--- src/rtl/irqc_pkg.sv ---
package irqc_pkg;
    localparam int SLOT_RET   = 0;
    localparam int SLOT_LINES = 1;
    localparam int FIRST_SCRATCH = 2;
endpackage

--- src/rtl/irqc_pending.sv ---
module irqc_pending #(
    parameter int NLINES = 32,
    parameter int NINT   = 3
) (
    input  logic              clk,
    input  logic              rst_n,
    input  logic [NLINES-1:0] ext_req_i,
    input  logic [NINT-1:0]   int_req_i,
    input  logic              mask_we_i,
    input  logic [NLINES-1:0] mask_wdata_i,
    input  logic              active_i,
    input  logic              take_i,
    output logic              irq_o,
    output logic              take_ok_o,
    output logic [NLINES-1:0] grab_o,
    output logic [NLINES-1:0] pend_o,
    output logic [NLINES-1:0] mask_o
);
    localparam int PADW = NLINES - NINT;

    typedef struct packed {
        logic [NLINES-1:0] pend;
        logic [NLINES-1:0] mask;
    } pend_state_t;

    pend_state_t st_d, st_q;
    logic [NLINES-1:0] req_now;
    logic [NLINES-1:0] eligible;

    always_comb begin
        req_now   = ext_req_i | {{PADW{1'b0}}, int_req_i};
        eligible  = st_q.pend & ~st_q.mask;
        irq_o     = !active_i && (eligible != '0);
        take_ok_o = take_i && irq_o;
        grab_o    = take_ok_o ? eligible : '0;

        st_d      = st_q;
        st_d.pend = (st_q.pend & ~grab_o) | req_now;
        if (mask_we_i) begin
            st_d.mask = mask_wdata_i;
        end
    end

    always_ff @(posedge clk or negedge rst_n) begin
        if (!rst_n) begin
            st_q.pend <= '0;
            st_q.mask <= '1;
        end else begin
            st_q <= st_d;
        end
    end

    assign pend_o = st_q.pend;
    assign mask_o = st_q.mask;
endmodule

--- src/rtl/irqc_handler.sv ---
module irqc_handler #(
    parameter int NLINES = 32
) (
    input  logic              clk,
    input  logic              rst_n,
    input  logic              take_ok_i,
    input  logic [NLINES-1:0] grab_i,
    input  logic              ret_i,
    output logic              active_o,
    output logic [NLINES-1:0] eoi_o
);
    typedef struct packed {
        logic              active;
        logic [NLINES-1:0] eoi;
    } hdl_state_t;

    hdl_state_t st_d, st_q;

    always_comb begin
        st_d = st_q;
        if (take_ok_i) begin
            st_d.active = 1'b1;
            st_d.eoi    = grab_i;
        end else if (st_q.active && ret_i) begin
            st_d.active = 1'b0;
            st_d.eoi    = '0;
        end
    end

    always_ff @(posedge clk or negedge rst_n) begin
        if (!rst_n) begin
            st_q <= '0;
        end else begin
            st_q <= st_d;
        end
    end

    assign active_o = st_q.active;
    assign eoi_o    = st_q.eoi;
endmodule

--- src/rtl/irqc_slots.sv ---
module irqc_slots #(
    parameter int XLEN   = 32,
    parameter int NLINES = 32,
    parameter int NSLOT  = 4,
    localparam int AW    = $clog2(NSLOT)
) (
    input  logic              clk,
    input  logic              rst_n,
    input  logic              take_ok_i,
    input  logic [XLEN-1:0]   take_pc_i,
    input  logic [NLINES-1:0] grab_i,
    input  logic              we_i,
    input  logic [AW-1:0]     addr_i,
    input  logic [XLEN-1:0]   wdata_i,
    output logic [XLEN-1:0]   rdata_o
);
    import irqc_pkg::*;

    typedef struct packed {
        logic [XLEN-1:0]   ret_addr;
        logic [NLINES-1:0] lines;
    } cap_state_t;

    cap_state_t cap_d, cap_q;
    logic [XLEN-1:0] slot_val [NSLOT];

    always_comb begin
        cap_d = cap_q;
        if (take_ok_i) begin
            cap_d.ret_addr = take_pc_i;
            cap_d.lines    = grab_i;
        end else if (we_i && int'(addr_i) == SLOT_RET) begin
            cap_d.ret_addr = wdata_i;
        end else if (we_i && int'(addr_i) == SLOT_LINES) begin
            cap_d.lines = wdata_i[NLINES-1:0];
        end
    end

    always_ff @(posedge clk or negedge rst_n) begin
        if (!rst_n) begin
            cap_q <= '0;
        end else begin
            cap_q <= cap_d;
        end
    end

    assign slot_val[SLOT_RET]   = cap_q.ret_addr;
    assign slot_val[SLOT_LINES] = XLEN'(cap_q.lines);

    for (genvar g = FIRST_SCRATCH; g < NSLOT; g++) begin : g_scratch
        logic [XLEN-1:0] scr_d, scr_q;
        always_comb begin
            scr_d = scr_q;
            if (we_i && int'(addr_i) == g) begin
                scr_d = wdata_i;
            end
        end
        always_ff @(posedge clk) begin
            scr_q <= scr_d;
        end
        assign slot_val[g] = scr_q;
    end

    assign rdata_o = slot_val[addr_i];
endmodule

--- src/rtl/irq_capture_ctrl.sv ---
module irq_capture_ctrl #(
    parameter int NLINES = 32,
    parameter int NINT   = 3,
    parameter int XLEN   = 32,
    parameter int NSLOT  = 4,
    localparam int AW    = $clog2(NSLOT)
) (
    input  logic              clk,
    input  logic              rst_n,
    input  logic [NLINES-1:0] ext_req_i,
    input  logic [NINT-1:0]   int_req_i,
    input  logic              mask_we_i,
    input  logic [NLINES-1:0] mask_wdata_i,
    output logic              irq_o,
    input  logic              take_i,
    input  logic [XLEN-1:0]   take_pc_i,
    input  logic              ret_i,
    input  logic              sr_we_i,
    input  logic [AW-1:0]     sr_addr_i,
    input  logic [XLEN-1:0]   sr_wdata_i,
    output logic [XLEN-1:0]   sr_rdata_o,
    output logic [NLINES-1:0] eoi_o,
    output logic              active_o
);
    logic              take_ok_w;
    logic [NLINES-1:0] grab_w;
    logic [NLINES-1:0] pend_w;
    logic [NLINES-1:0] mask_w;

    irqc_pending #(.NLINES(NLINES), .NINT(NINT)) u_pend (
        .clk          (clk),
        .rst_n        (rst_n),
        .ext_req_i    (ext_req_i),
        .int_req_i    (int_req_i),
        .mask_we_i    (mask_we_i),
        .mask_wdata_i (mask_wdata_i),
        .active_i     (active_o),
        .take_i       (take_i),
        .irq_o        (irq_o),
        .take_ok_o    (take_ok_w),
        .grab_o       (grab_w),
        .pend_o       (pend_w),
        .mask_o       (mask_w)
    );

    irqc_handler #(.NLINES(NLINES)) u_hdl (
        .clk       (clk),
        .rst_n     (rst_n),
        .take_ok_i (take_ok_w),
        .grab_i    (grab_w),
        .ret_i     (ret_i),
        .active_o  (active_o),
        .eoi_o     (eoi_o)
    );

    irqc_slots #(.XLEN(XLEN), .NLINES(NLINES), .NSLOT(NSLOT)) u_slots (
        .clk       (clk),
        .rst_n     (rst_n),
        .take_ok_i (take_ok_w),
        .take_pc_i (take_pc_i),
        .grab_i    (grab_w),
        .we_i      (sr_we_i),
        .addr_i    (sr_addr_i),
        .wdata_i   (sr_wdata_i),
        .rdata_o   (sr_rdata_o)
    );
endmodule

--- config.mk ---
export PLATFORM = sky130hd
export DESIGN_NAME = irq_capture_ctrl
export DESIGN_NICKNAME = d
export VERILOG_FILES = /design/src/rtl/irqc_pkg.sv /design/src/rtl/irqc_pending.sv /design/src/rtl/irqc_handler.sv /design/src/rtl/irqc_slots.sv /design/src/rtl/irq_capture_ctrl.sv
export SDC_FILE = /design/constraint.sdc
export NUM_CORES = 1
export LEC_CHECK = 0
export BUFFER_PORTS_ARGS = -buffer_cell sky130_fd_sc_hd__buf_2
export CORE_AREA = 3 3 145 147
export CTS_BUF_LIST = sky130_fd_sc_hd__clkbuf_2
export DETAILED_ROUTE_END_ITERATION = 7
export DIE_AREA = 0 0 148 150
export PLACE_DENSITY = 0.8
export RECOVER_POWER = 100
export SYNTH_ARGS = -nofsm -noshare
export SYNTH_HDL_FRONTEND = slang
export SYNTH_SLANG_ARGS = --single-unit
--- constraint.sdc ---
create_clock -name clk -period 4.17 [get_ports clk]
set_input_delay 1.251 -clock clk [delete_from_list [all_inputs] [get_ports clk]]
set_output_delay 1.251 -clock clk [all_outputs]
set_load 0.02 [all_outputs]
==> results.yml <==
detailed_routing:
  antenna_left: 0
  routed_via_density: 5.30
  drc: 0
  drt_wl_total_mm: 23.9
  wl_per_cell_um: 19.6
  drt_pre_antenna_iters: 5
  vias: 6468
  drt_iter0_drc: 290
clock_tree:
  cts_hold_buf: 0
  cts_buffers: 54
  cts_max_path_buffers: 3
  cts_tree: "done"
  cts-root-buf: "clkbuf_2"
  clock_sinks: 225
  clock_latency_ps: 780
  cts_resized: 0
  clkTransAtPathRegs_ps: 90
  h-tree-depth: 2
  cts_setup_buffers: 0
timing:
  tightest_slew_ps: 2050
  max_freq_ghz: 0.253
  final.min_clock_period_ps: 3950
  skew_ps: 22.9
  relSlewSlack_pct: -36.6
  finalSetupViolations: 0
  setup_tns_ps: 0
  hold_viol: 0
  grt_setup_unrepaired: "no"
  period_share_pct: 94.6
  slew_violations: 256
critical_path:
  start_kind: "input port"
  cp_slowest_cell: "clkbuf_2"
  critical_path.max_fanout: 36
  cp.arrival_ps: 2700
  crit_required_ps: 2920
  crit_type: "in2out"
  slowest_delay_ps: 720
  setup.worst_path.end_class: "output pin"
  crit_chain: "buf_2, clkbuf_2, mux4_2, clkbuf_1"
floorplan:
  die_h_um: 150
  dieArea_sq_um: 22200
  fp-row-count: 52
  io_pins: 205
  core-area_sq_um: 20000
  die_width_um: 148
  start_util_pct: 49.2
yosys:
  synthArstFlopShare_pct: 71.6
  ys_ff_latch: 225
  synth_seq_area_share_pct: 60.8
  yosysUniqueCellTypes: 29
  ys_warn_count: 0
  netlist_area_sq_um: 9860
  synth_cells: 668
  avgSynthCellArea_sq_um: 14.8
  syn-num-nets: 807
  ys.flop_type: "dfrtp_1"
  synth_edf_count: 64
power_and_ir_drop:
  peakVddDrop_v: 0.000192
  share_seq_of_total_power_pct: 52.2
  p_int_mw: 3.66
  power_density_nw_per_um2: 467
  switching_share_pct: 31.7
  clock_power_share_pct: 26.2
  combPwrFrac_pct: 21.6
  switching_power_mw: 1.70
  p_leak_nw: 5.10
final_layout:
  stdcell_count: 1221
  post-route-util_pct: 57.3
  syn2layout_area_growth_pct: 16.4
  mostFrequentLayoutCells: "129 x dfrtp_1, 105 x buf_2, 104 x clkbuf_1"
  final_area_sq_um: 11500
  fill_cells: 1713
  drive_gt1_share_pct: 38.0
  fin_nets: 1045
  final_common_cell: "dfrtp_1"
job:
  max_cap_viol_count: 7
outcome:
  violations: "capacitance limit, slew limit"
  status: "finished with violations"
placed_design:
  place_congestion: 0.845
  place_area_sq_um: 11200
  dp_cells: 1120
  dp_hpwl_mm: 17.0
  port_buffers: 204
grt:
  grt_pass1_wl_mm: 36.5
  grt_antenna_before_repair: 1
  grt_max_degree: 81
  grt_usage_pct: 21.2
  grt_pass1_vias: 6646
  grt_remaining_overflow: 0
min_path:
  hp-class: "reg2reg"
[final cells by class]
cell class                      count  area (sq um)  area share, %
Clock inverter                     11          42.5          0.370
Timing Repair Buffer              218          1030           8.94
Multi-Input combinational cell    406          3630           31.6
Tap cell                          270           338           2.94
Sequential cell                   225          5990           52.2
Antenna cell                        1          2.50         0.0218
Clock buffer                       89           445           3.88
Inverter                            1          3.75         0.0327
[per-layer routing]
layer	up-vias	global-route usage, %	routed length, um
li1	2957	-	-
met4	0	6.88	605
met1	3189	28.6	10100
met2	269	34.8	11700
met3	53	4.48	1500
met5	-	0	0
[worst max-delay path: cells and delay by family]
| family | cells | cell delay [ps] |
|---|---|---|
| buf+inv | 3 | 980 |
| mux | 1 | 430 |
[power groups by stage]
| stage | combinational, mW | clock (mW) | sequential (mW) |
|---|---|---|---|
| 6_report | 1.16 | 1.40 | 2.80 |
| 5_1_grt | 1.26 | 1.57 | 2.83 |
| 4_1_cts | 1.21 | 1.46 | 2.79 |
| 3_5_place_dp | 1.21 | 0 | 2.84 |
| 3_3_place_gp | 1.17 | 0 | 2.83 |
| 2_1_floorplan | 0.715 | 0 | 2.86 |
[final timing paths]
check / start / end / slack, ps / depth (start not counted)
worst max-delay path: sr_addr_i[1] / sr_rdata_o[29] / 220 / 4
worst min-delay path: u_hdl.eoi_o[19] / u_hdl.eoi_o[19] / 530 / 2
worst max register to register: u_pend.mask_o[28] / u_slots.cap_q[58] / 280 / 6
worst min register to register: u_hdl.eoi_o[19] / u_hdl.eoi_o[19] / 530 / 2
max in group asynchronous: rst_n / u_slots.cap_q[19] / 810 / 2
min in group asynchronous: rst_n / u_slots.cap_q[41] / 1000 / 1
[synthesized netlist by cell type, types with 3 or more instances]
master / count / area share (%)
a21oi_1: 32 / 1.6
buf_1: 7 / 0.27
buf_12: 4 / 0.81
buf_2: 4 / 0.20
buf_4: 4 / 0.30
buf_6: 3 / 0.34
clkbuf_1: 14 / 0.53
dfrtp_1: 129 / 33
dfstp_2: 32 / 8.5
edfxtp_1: 64 / 19
mux2_1: 5 / 0.57
mux2_2: 91 / 10
mux2i_1: 96 / 9.7
mux4_2: 32 / 7.3
nand2_1: 34 / 1.3
nand2b_1: 32 / 2.0
nand4_1: 8 / 0.51
nor2_1: 61 / 2.3
nor3_1: 6 / 0.30
[metrics by stage]
stage / total power [mW] / setup slack [ps] / hold WS, ps
4_1_cts: 5.47 / 83.8 / 452
3_5_place_dp: 4.05 / 521 / 515
2_1_floorplan: 3.58 / 349 / 493
6_report: 5.36 / 224 / 532
3_3_place_gp: 4.00 / 559 / 506
5_1_grt: 5.66 / 4.07 / 557
[kinds of logic after synthesis]
logic type / Yosys count / synth area share [%]
buf+inv: 37 / 2.50
simple gates: 147 / 6.93
flops: 225 / 60.8
mux: 224 / 28.0
compound gates: 35 / 1.80
[state kept, by name, summed over array words and instances (netlist names)]
| signal | flops |
|---|---|
| u_pend.mask_o | 32 |
| u_hdl.eoi_o | 32 |
| u_hdl.active_o | 1 |
| u_slots.g_scratch.scr_q | 64 |
| u_slots.cap_q | 64 |
| u_pend.pend_o | 32 |
(Power assumes the default switching activity.)
